===== src/rtl/irqv_pkg.sv =====
package irqv_pkg;
  localparam int ADDR_W     = 8;
  localparam int KEY_W      = 5;
  localparam int MASK_W     = 16;
  localparam logic [7:0] A_CTL_BASE = 8'h14;
  localparam logic [7:0] A_MASK_HI  = 8'h36;
  localparam logic [7:0] A_MASK_LO  = 8'h37;
  localparam logic [7:0] A_PEND_HI  = 8'h3A;
  localparam logic [7:0] A_PEND_LO  = 8'h3B;
  localparam logic [7:0] A_RSTAT    = 8'h40;
  localparam logic [7:0] A_WDOG_VEC = 8'h42;
  localparam logic [7:0] A_SERA_VEC = 8'h44;
  localparam logic [7:0] A_SERB_VEC = 8'h45;
  localparam logic [7:0] VEC_RESET  = 8'h0F;
  localparam logic [7:0] RSTAT_INIT = 8'h80;

  // Power-up control byte of source n.
  function automatic logic [7:0] ctl_reset(input int n);
    if (n >= 1 && n <= 7)       return 8'(n * 4);
    else if (n == 8)            return 8'h1C;
    else if (n >= 9 && n <= 11) return 8'h80;
    else                        return 8'h00;
  endfunction
endpackage


===== src/rtl/irqv_regs.sv =====
module irqv_regs
  import irqv_pkg::*;
#(
  parameter int NUM_SRC = 13
) (
  input  logic                     clk,
  input  logic                     rst_n,
  input  logic [NUM_SRC:1]         src_i,
  input  logic                     reg_we,
  input  logic [ADDR_W-1:0]        reg_addr,
  input  logic [7:0]               reg_wdata,
  output logic [7:0]               reg_rdata,
  output logic [NUM_SRC:1][7:0]    ctl_o,
  output logic [NUM_SRC:1]         mask_o,
  output logic [NUM_SRC:1]         pend_o,
  output logic [7:0]               wdog_vec_o,
  output logic [7:0]               sera_vec_o,
  output logic [7:0]               serb_vec_o,
  output logic [7:0]               rstat_o
);
  logic [MASK_W-1:0] mask_full, pend_full, mask_next;

  assign mask_full = MASK_W'({mask_o, 1'b0});
  assign pend_full = MASK_W'({pend_o, 1'b0});

  // Pending bits follow the request levels.
  always_ff @(posedge clk) begin
    if (!rst_n) pend_o <= '0;
    else        pend_o <= src_i;
  end

  // Control bytes, one register per source.
  for (genvar g = 1; g <= NUM_SRC; g++) begin : g_ctl
    localparam logic [ADDR_W-1:0] CTL_ADDR = ADDR_W'(int'(A_CTL_BASE) + g - 1);
    always_ff @(posedge clk) begin
      if (!rst_n)                              ctl_o[g] <= ctl_reset(g);
      else if (reg_we && reg_addr == CTL_ADDR) ctl_o[g] <= reg_wdata;
    end
  end

  always_comb begin
    mask_next = mask_full;
    if (reg_addr == A_MASK_HI) mask_next[15:8] = reg_wdata;
    else                       mask_next[7:0]  = reg_wdata;
  end

  always_ff @(posedge clk) begin
    if (!rst_n) begin
      mask_o     <= '1;
      wdog_vec_o <= VEC_RESET;
      sera_vec_o <= VEC_RESET;
      serb_vec_o <= VEC_RESET;
      rstat_o    <= RSTAT_INIT;
    end else if (reg_we) begin
      unique case (reg_addr)
        A_MASK_HI, A_MASK_LO: mask_o <= mask_next[NUM_SRC:1];
        A_WDOG_VEC: wdog_vec_o <= reg_wdata;
        A_SERA_VEC: sera_vec_o <= reg_wdata;
        A_SERB_VEC: serb_vec_o <= reg_wdata;
        A_RSTAT:    rstat_o    <= rstat_o & ~reg_wdata;
        default: ;
      endcase
    end
  end

  always_comb begin
    reg_rdata = 8'h00;
    unique case (reg_addr)
      A_MASK_HI:  reg_rdata = mask_full[15:8];
      A_MASK_LO:  reg_rdata = mask_full[7:0];
      A_PEND_HI:  reg_rdata = pend_full[15:8];
      A_PEND_LO:  reg_rdata = pend_full[7:0];
      A_RSTAT:    reg_rdata = rstat_o;
      A_WDOG_VEC: reg_rdata = wdog_vec_o;
      A_SERA_VEC: reg_rdata = sera_vec_o;
      A_SERB_VEC: reg_rdata = serb_vec_o;
      default: ;
    endcase
    for (int i = 1; i <= NUM_SRC; i++) begin
      if (reg_addr == ADDR_W'(int'(A_CTL_BASE) + i - 1)) reg_rdata = ctl_o[i];
    end
  end
endmodule


===== src/rtl/irqv_arbiter.sv =====
module irqv_arbiter
  import irqv_pkg::*;
#(
  parameter int NUM_SRC = 13,
  localparam int IDX_W = $clog2(NUM_SRC + 1)
) (
  input  logic [NUM_SRC:1]      pend_i,
  input  logic [NUM_SRC:1]      mask_i,
  input  logic [NUM_SRC:1][7:0] ctl_i,
  output logic                  win_valid_o,
  output logic [IDX_W-1:0]      win_idx_o,
  output logic [7:0]            win_ctl_o
);
  logic [NUM_SRC:1] active;
  logic [KEY_W-1:0] best;

  assign active = pend_i & ~mask_i;

  // Upward scan with a strict compare: lower index keeps a tie.
  always_comb begin
    best      = '0;
    win_idx_o = '0;
    win_ctl_o = 8'h00;
    for (int i = 1; i <= NUM_SRC; i++) begin
      if (active[i] && ctl_i[i][KEY_W-1:0] > best) begin
        best      = ctl_i[i][KEY_W-1:0];
        win_idx_o = IDX_W'(i);
        win_ctl_o = ctl_i[i];
      end
    end
    win_valid_o = best[KEY_W-1:2] != '0;
  end
endmodule


===== src/rtl/irqv_vector.sv =====
module irqv_vector #(
  parameter int         NUM_SRC   = 13,
  parameter int         WDOG_SRC  = 8,
  parameter int         SERA_SRC  = 12,
  parameter int         SERB_SRC  = 13,
  parameter logic [7:0] AUTO_BASE = 8'd24,
  parameter logic [7:0] FALLBACK  = 8'h0F,
  localparam int IDX_W = $clog2(NUM_SRC + 1)
) (
  input  logic             clk,
  input  logic             rst_n,
  input  logic             win_valid_i,
  input  logic [IDX_W-1:0] win_idx_i,
  input  logic [7:0]       win_ctl_i,
  input  logic [7:0]       wdog_vec_i,
  input  logic [7:0]       sera_vec_i,
  input  logic [7:0]       serb_vec_i,
  output logic [2:0]       ipl_o,
  output logic [7:0]       vec_o
);
  logic [2:0] lvl_d;
  logic [7:0] vec_d;

  always_comb begin
    lvl_d = 3'd0;
    vec_d = 8'h00;
    if (win_valid_i) begin
      lvl_d = win_ctl_i[4:2];
      if (win_ctl_i[7])                       vec_d = AUTO_BASE + 8'(lvl_d);
      else if (win_idx_i == IDX_W'(WDOG_SRC)) vec_d = wdog_vec_i;
      else if (win_idx_i == IDX_W'(SERA_SRC)) vec_d = sera_vec_i;
      else if (win_idx_i == IDX_W'(SERB_SRC)) vec_d = serb_vec_i;
      else                                    vec_d = FALLBACK;
    end
  end

  always_ff @(posedge clk) begin
    if (!rst_n) begin
      ipl_o <= 3'd0;
      vec_o <= 8'h00;
    end else begin
      ipl_o <= lvl_d;
      vec_o <= vec_d;
    end
  end
endmodule


===== src/rtl/irq_prio_vectorer.sv =====
module irq_prio_vectorer
  import irqv_pkg::*;
#(
  parameter int NUM_SRC  = 13,
  parameter int WDOG_SRC = 8,
  parameter int SERA_SRC = 12,
  parameter int SERB_SRC = 13
) (
  input  logic               clk,
  input  logic               rst_n,
  input  logic [NUM_SRC:1]   src_i,
  input  logic               reg_we,
  input  logic [7:0]         reg_addr,
  input  logic [7:0]         reg_wdata,
  output logic [7:0]         reg_rdata,
  output logic [2:0]         ipl_o,
  output logic [7:0]         vec_o
);
  localparam int IDX_W = $clog2(NUM_SRC + 1);

  logic [NUM_SRC:1][7:0] ctl_w;
  logic [NUM_SRC:1]      mask_w, pend_w;
  logic [7:0]            wdog_vec_w, sera_vec_w, serb_vec_w, rstat_w;
  logic                  win_valid_w;
  logic [IDX_W-1:0]      win_idx_w;
  logic [7:0]            win_ctl_w;

  irqv_regs #(.NUM_SRC(NUM_SRC)) u_regs (
    .clk(clk), .rst_n(rst_n), .src_i(src_i),
    .reg_we(reg_we), .reg_addr(reg_addr), .reg_wdata(reg_wdata),
    .reg_rdata(reg_rdata), .ctl_o(ctl_w), .mask_o(mask_w), .pend_o(pend_w),
    .wdog_vec_o(wdog_vec_w), .sera_vec_o(sera_vec_w), .serb_vec_o(serb_vec_w),
    .rstat_o(rstat_w)
  );

  irqv_arbiter #(.NUM_SRC(NUM_SRC)) u_arb (
    .pend_i(pend_w), .mask_i(mask_w), .ctl_i(ctl_w),
    .win_valid_o(win_valid_w), .win_idx_o(win_idx_w), .win_ctl_o(win_ctl_w)
  );

  irqv_vector #(
    .NUM_SRC(NUM_SRC), .WDOG_SRC(WDOG_SRC),
    .SERA_SRC(SERA_SRC), .SERB_SRC(SERB_SRC)
  ) u_vec (
    .clk(clk), .rst_n(rst_n),
    .win_valid_i(win_valid_w), .win_idx_i(win_idx_w), .win_ctl_i(win_ctl_w),
    .wdog_vec_i(wdog_vec_w), .sera_vec_i(sera_vec_w), .serb_vec_i(serb_vec_w),
    .ipl_o(ipl_o), .vec_o(vec_o)
  );
endmodule


===== config.mk =====
export PLATFORM = sky130hd
export DESIGN_NAME = irq_prio_vectorer
export DESIGN_NICKNAME = d
export VERILOG_FILES = /design/src/rtl/irqv_pkg.sv /design/src/rtl/irqv_regs.sv /design/src/rtl/irqv_arbiter.sv /design/src/rtl/irqv_vector.sv /design/src/rtl/irq_prio_vectorer.sv
export SDC_FILE = /design/constraint.sdc
export NUM_CORES = 1
export LEC_CHECK = 0
export BUFFER_PORTS_ARGS = -buffer_cell sky130_fd_sc_hd__buf_2
export CORE_MARGIN = 2
export CORE_UTILIZATION = 45
export CTS_BUF_LIST = sky130_fd_sc_hd__clkbuf_4 sky130_fd_sc_hd__clkbuf_8
export DETAILED_ROUTE_END_ITERATION = 7
export PLACE_DENSITY = 0.69
export SKIP_CTS_REPAIR_TIMING = 1
export SLEW_MARGIN = 20
export SYNTH_ARGS = -nofsm -noshare
export SYNTH_HDL_FRONTEND = slang
export SYNTH_SLANG_ARGS = --single-unit
export TNS_END_PERCENT = 100

===== constraint.sdc =====
create_clock -name clk -period 31.6 [get_ports clk]
set_input_delay 1.58 -clock clk [delete_from_list [all_inputs] [get_ports clk]]
set_output_delay 1.58 -clock clk [all_outputs]
set_load 0.005 [all_outputs]

## Yosys cells after proc, flatten, opt, wreduce, memory -nomap -nowiden

Index checks and enable logic that the tools add are counted.

| word-level totals | value |
|---|---|
| bits in registers | 173 |
| word-level logic and storage cells | 157 |
| output and inout port bits | 19 |
| bits of input ports | 32 |

| cells by class | value |
|---|---|
| reduce and logical (&&, ||, !) cells | 35 |
| multiplexer cells | 57 |
| bitwise gates (word level) | 5 |
| order comparisons | 13 |
| eq/ne operators | 24 |
| add/subtract/negate cells | 1 |

Operator list:

| operator | count |
|---|---|
| $mux W8 | 30 |
| $eq A8 B5 Y1 const B | 12 |
| $mux W5 | 13 |
| $pmux W8 S8 | 1 |
| $gt A5 B5 Y1 | 12 |
| $eq A8 B6 Y1 const B | 5 |
| $eq A8 B7 Y1 const B | 4 |
| $logic_and A1 B1 Y1 | 26 |
| $mux W4 | 6 |
| $and A13 B13 Y13 | 1 |
| $not A13 Y13 | 1 |
| $eq A4 B4 Y1 const B | 3 |
| $mux W3 | 4 |
| $reduce_and A2 Y1 | 5 |
| $and A8 B8 Y8 | 1 |
| $not A8 Y8 | 1 |
| $add A5 B3 Y6 const A | 1 |
| $reduce_and A3 Y1 | 2 |
| $gt A5 B1 Y1 const B | 1 |
| $mux W2 | 2 |
| $reduce_bool A3 Y1 | 1 |
| $reduce_or A2 Y1 | 1 |
| $mux W1 | 1 |
| $not A1 Y1 | 1 |

## Depth between registers and ports, before layout

| depth | value |
|---|---|
| depth after elaboration | 45 |
| depth in mapped cells | 113 |
| gate-level depth less buffers | 105 |

## Modules after synthesis

Synthesis repeated with hierarchy kept, for this count alone.

| unflattened totals | value |
|---|---|
| cells, all modules | 1592 |
| area, all modules | 12042.8 µm² |

By module, submodules not included:

| module | instances | sequential area each (µm²) | cells each | area each (µm²) |
|---|---|---|---|---|
| irqv_regs | 1 | 3243.1 | 966 | 7701.1 |
| irqv_arbiter | 1 | 0.0 | 567 | 3814.9 |
| irqv_vector | 1 | 220.2 | 59 | 526.8 |

## Worst setup path after synthesis

Ideal clock, no wire load.

| path | value |
|---|---|
| kind | register -> register |
| start point | register u_regs.pend_o[1] in the netlist's numbering |
| end point | register u_vec.vec_o[0] |
| stages on the path, launching flop included | 102 |
| clock period less this slack | 19.953 ns |
| data arrival time | 19.825 ns |
| slack | 11.647 ns |
| library setup time | 0.128 ns |
| path through | dfxtp_1 -> nor2b_1 -> nand2_1 -> ha_1 -> nand4_1 -> o221ai_1 -> and2_1 -> buf_2 -> mux2_2 -> ha_1 -> nor3b_1 -> nand3_1 -> nand3b_1 -> a21oi_2 -> nor2_8 -> mux2i_1 -> ha_1 -> nand2_1 -> (+66 left out) -> o311a_1 -> nor2_1 -> buf_2 -> nor2_1 -> a21oi_1 -> ha_1 -> nor2b_1 -> o21a_1 -> o21a_1 -> o21ai_0 -> nand2b_1 -> and4b_1 -> clkbuf_1 -> clkbuf_1 -> a211oi_1 -> a221oi_4 -> mux2i_1 -> nor2_1 |

| on the way | value |
|---|---|
| word-level cells in the longest chain between the ends | 44 |
| elaborated cells between the ends (all ways) | 75 |
| those cells by class | 1 x add/sub; 12 x order compare; 3 x eq/ne; 43 x mux; 1 x bitwise; 15 x reduce/logical |

RTL lines:

| what | line | text |
|---|---|---|
| from (decl) | irqv_regs.sv:15 | `output logic [NUM_SRC:1] pend_o,` |
| from (signal assigned) | irqv_regs.sv:29 | `else pend_o <= src_i;` |
| $and A13 B13 Y13 (*) | irqv_arbiter.sv:17 | `assign active = pend_i & ~mask_i;` |
| $logic_and A1 B1 Y1 (*) | irqv_arbiter.sv:25 | `if (active[i] && ctl_i[i][KEY_W-1:0] > best) begin` |
| $mux W5 | irqv_arbiter.sv:25 |  |
| $gt A5 B5 Y1 | irqv_arbiter.sv:25 |  |
| $logic_and A1 B1 Y1 | irqv_arbiter.sv:25 |  |
| $mux W5 | irqv_arbiter.sv:25 |  |
| $gt A5 B5 Y1 | irqv_arbiter.sv:25 |  |
| $logic_and A1 B1 Y1 | irqv_arbiter.sv:25 |  |
| (+28 left out) | -- |  |
| $gt A5 B5 Y1 | irqv_arbiter.sv:25 |  |
| $logic_and A1 B1 Y1 | irqv_arbiter.sv:25 |  |
| $mux W4 | irqv_arbiter.sv:25 |  |
| $eq A4 B4 Y1 | irqv_vector.sv:32 | `else if (win_idx_i == IDX_W'(SERB_SRC)) vec_d = serb_vec_i;` |
| $mux W8 | irqv_vector.sv:32 |  |
| $mux W8 | irqv_vector.sv:31 | `else if (win_idx_i == IDX_W'(SERA_SRC)) vec_d = sera_vec_i;` |
| $mux W8 | irqv_vector.sv:30 | `else if (win_idx_i == IDX_W'(WDOG_SRC)) vec_d = wdog_vec_i;` |
| $mux W8 | irqv_vector.sv:29 | `if (win_ctl_i[7]) vec_d = AUTO_BASE + 8'(lvl_d);` |
| to (signal assigned) | irqv_vector.sv:43 | `vec_o <= vec_d;` |
| to (decl) | irqv_vector.sv:19 | `output logic [7:0] vec_o` |

Every way passes the cells marked *; elsewhere a longest branch is shown, timed or not.
A chain may end at the register's enable or synchronous reset.

## Worst setup path in the final report

Same ends and word-level chain as after synthesis.

==> impl_metrics.csv <==
group,metric,value,unit
worst_setup_path,reg2regPathDepth,97,
placed_design,placed_area,11200,sq um
timing,hold_viol,0,
cts,clock_latency,0.47,ns
pwr,p_comb_share,4.9,%
cts,clk_pin_slew,0.10,ns
synth,postSynthAreaPerCell,7.77,sq um
timing,setup_slack,8.30,ns
worst_setup_path,worstSetupEndpointType,"register",
synth,synth_top_area_share,32.2,%
pwr,power.density,35.8,nW/um^2
timing,period_needed,23.30,ns
floorplan,die_w,159,um
timing,maxSlewViolCount,0,
timing,fmax,42.9,MHz
worst_setup_path,required,31.95,ns
global_route,overflow,0,
placed_design,hpwlAfterDp,24.6,mm
floorplan,start_util,45.8,%
min_path,hold_path.class,"register to register",
timing,worst_slew_pin_slew,0.963,ns
cts,cts_tree,"built",
global_route,grt_pass1_wl,53.3,mm
synth,synthCells,1384,
placed_design,port-buffer-count,50,
timing,setup-violations-final,0,
min_path,hold_end,"u_regs.rstat_o[4]",
global_route,grt_max_degree,100,
timing,period_share,73.7,%
synth,ys_seq_elements,173,
layout,layout.nets,1451,
layout,syn_to_final_growth,7.94,%
worst_setup_path,r2r_start,"u_regs.pend_o[1]",
synth,yosysTopAreaCell,"dfxtp_1",
drt,drtIter0Drc,1552,
timing,setup_tns,0,ns
placed_design,placed_cells,1678,
worst_setup_path,crit_path_start_kind,"register",
pwr,sw_frac_of_total,25.4,%
layout,final_util,49.5,%
pwr,power.total,0.415,mW
cts,clk_path_buf_depth,2,
drt,viasPerCell,6.13,
floorplan,placementRows,56,
global_route,grt_util_all_layers,27.7,%
cts,cts_sinks,173,
drt,num_vias,10479,
synth,synth_flop_cell,"dfxtp_1",
worst_setup_path,path_max_fanout,18,
synth,async_flop_share,0,%
cts,cts_made_buffers,17,
worst_setup_path,rrSetupSlack,8.30,ns
worst_setup_path,slowest_stage,"nor2_1",
drt,ant_nets,0,
pwr,clkPwrFrac,42.0,%
floorplan,die_h,159,um
floorplan,ioPinCount,51,
layout,final_cell_area,11600,sq um
synth,synth_area,10800,sq um
pwr,internal_power,0.310,mW
layout,diodes,0,
floorplan,dieArea,25200,sq um
drt,wl_per_cell,20.2,um
timing,fin_skew,0.0146,ns
timing,grt_setup_unrepaired,"no",
drt,first_pass_iters,6,
drt,drt_wl_total,34.6,mm
pwr,ir_worst_vdd,0.0237,mV
synth,syn-num-nets,1457,
worst_setup_path,crit_type,"register to register",
min_path,whs_path_depth,2,
placed_design,gp_congestion,0.999,
cts,cts_max_level,4,
floorplan,coreArea,23500,sq um
worst_setup_path,worstReg2RegEnd,"u_vec.vec_o[0]",
cts,cts_root_buf,"clkbuf_8",
worst_setup_path,crit_path_frequent_cell,"ha_1",
pwr,p_leak,4.40,nW
synth,ys_warn_count,0,
flow_run,max_cap_viol_count,0,
global_route,grt_pass1_vias,9340,
placed_design,dp_slack,8.60,ns
synth,synth.yosys.seq_area_share,32.2,%
global_route,antenna_found_initial,0,
synth,synth_edf_count,0,
timing,maxSlewHeadroom,35.3,%
min_path,min_from,"u_regs.rstat_o[4]",
synth,synth_cell_types,96,
worst_setup_path,critical-path-max-stage-delay,0.74,ns
pwr,switchingPower,0.106,mW
synth,synth_area_leaders,"dfxtp_1 (32%), nand2_1 (9.7%), nand3_1 (6.5%)",
run_status,status,"finished clean",
worst_setup_path,arrival,23.65,ns
layout,finalNonFillerCells,1710,
layout,drive_gt1_share,10.9,%
timing,holdWs,0.440,ns
drt,drcViolationCount,0,
pwr,seqPwrFrac,53.1,%
[critical path: cells and delay by family (launching register included)]
family                   cells  cell delay, ns
multiplexers                 8            2.54
flip-flops                   1            0.34
AND/OR/NAND/NOR             33            7.08
adder cells (fa/ha/maj)     12            3.69
buffers and inverters        9            0.62
AO/OA/AOI/OAI               35            8.85
[cells by family after synthesis]
kind of cell	after synthesis	share of synthesized area [%]
buf+inv	150	5.32
fa+ha+maj	42	4.86
simple gates	633	27.7
flops	173	32.2
xor+xnor	7	0.640
mux	47	4.76
compound gates	332	24.5
[cell usage after synthesis, drive strengths merged, types with 23 or more instances]
master and instances:
a21boi 92, a21oi 41, a222oi 23, and2 38, clkbuf 80, dfxtp 173, ha 41, inv 60
mux2i 30, nand2 278, nand3 140, nor2 72, o21ai 38
[metal layers]
layer	wire length, um	vias up	GRT usage, %	share of wire [%]
li1	-	4974	-	-
met2	15400	498	42.3	45
met1	14700	4936	38.6	42
met4	1310	0	11.7	3.8
met3	3140	71	4.79	9.1
met5	0	-	0	0
[layout make-up]
class | count | area (sq um)
Fill cell | 2284 | 11900
Multi-Input combinational cell | 1061 | 6720
Sequential cell | 173 | 3460
Tap cell | 319 | 399
Timing Repair Buffer | 64 | 360
Clock buffer | 20 | 263
Inverter | 61 | 229
Clock inverter | 12 | 174
[sequential cells by signal, indices dropped and copies added (netlist names)]
register           flops
u_regs.wdog_vec_o      8
u_regs.ctl_o         104
u_regs.rstat_o         8
u_regs.pend_o         13
u_regs.serb_vec_o      8
u_vec.ipl_o            3
u_regs.sera_vec_o      8
u_vec.vec_o            8
u_regs.mask_o         13
[power by group through the flow]
stage               sequential (mW)  clock, mW  combinational, mW
finish                        0.220      0.175             0.0204
global route                  0.220      0.185             0.0215
CTS                           0.220      0.176             0.0199
detailed placement            0.225          0             0.0199
global placement              0.225          0             0.0197
floorplan                     0.225          0             0.0123
[how the worst max path moves through the flow]
stage	startpoint	end	depth (start not counted)
2_1_floorplan	u_regs.pend_o[1]	u_vec.vec_o[0]	101
3_3_place_gp	u_regs.pend_o[1]	u_vec.vec_o[2]	96
3_5_place_dp	u_regs.pend_o[1]	u_vec.vec_o[0]	97
4_1_cts	u_regs.pend_o[1]	u_vec.vec_o[0]	97
5_1_grt	u_regs.pend_o[1]	u_vec.vec_o[5]	97
6_report	u_regs.pend_o[1]	u_vec.vec_o[0]	97
[cell usage in the layout, fill, tap and decap left out, types with 4 or more instances in the layout]
cell / Yosys / routed
nand2_1: 277 / 277
dfxtp_1: 173 / 173
nand3_1: 140 / 140
a21boi_0: 92 / 92
nor2_1: 70 / 70
inv_1: 60 / 60
buf_2: 4 / 48
ha_1: 41 / 41
a21oi_1: 39 / 39
and2_1: 38 / 38
o21ai_0: 30 / 30
mux2i_1: 28 / 28
a222oi_1: 23 / 23
a221oi_1: 20 / 20
nand4_1: 18 / 18
clkbuf_8: 0 / 18
nor2b_1: 16 / 16
mux2_2: 16 / 16
a22o_1: 16 / 16
buf_4: 1 / 16
o211ai_1: 14 / 14
nand2b_1: 11 / 11
nor3_1: 10 / 10
o2111ai_1: 10 / 10
a211oi_1: 9 / 9
nor3b_1: 9 / 9
a22oi_1: 8 / 8
nor4_1: 6 / 6
and3_1: 5 / 5
a31oi_1: 5 / 5
or3_1: 5 / 5
a21o_1: 4 / 4
nand3b_1: 4 / 4
o21ai_1: 4 / 4
or2_2: 4 / 4
o21a_1: 4 / 4
inv_6: 0 / 4
Power figures use the tool's default switching activity.
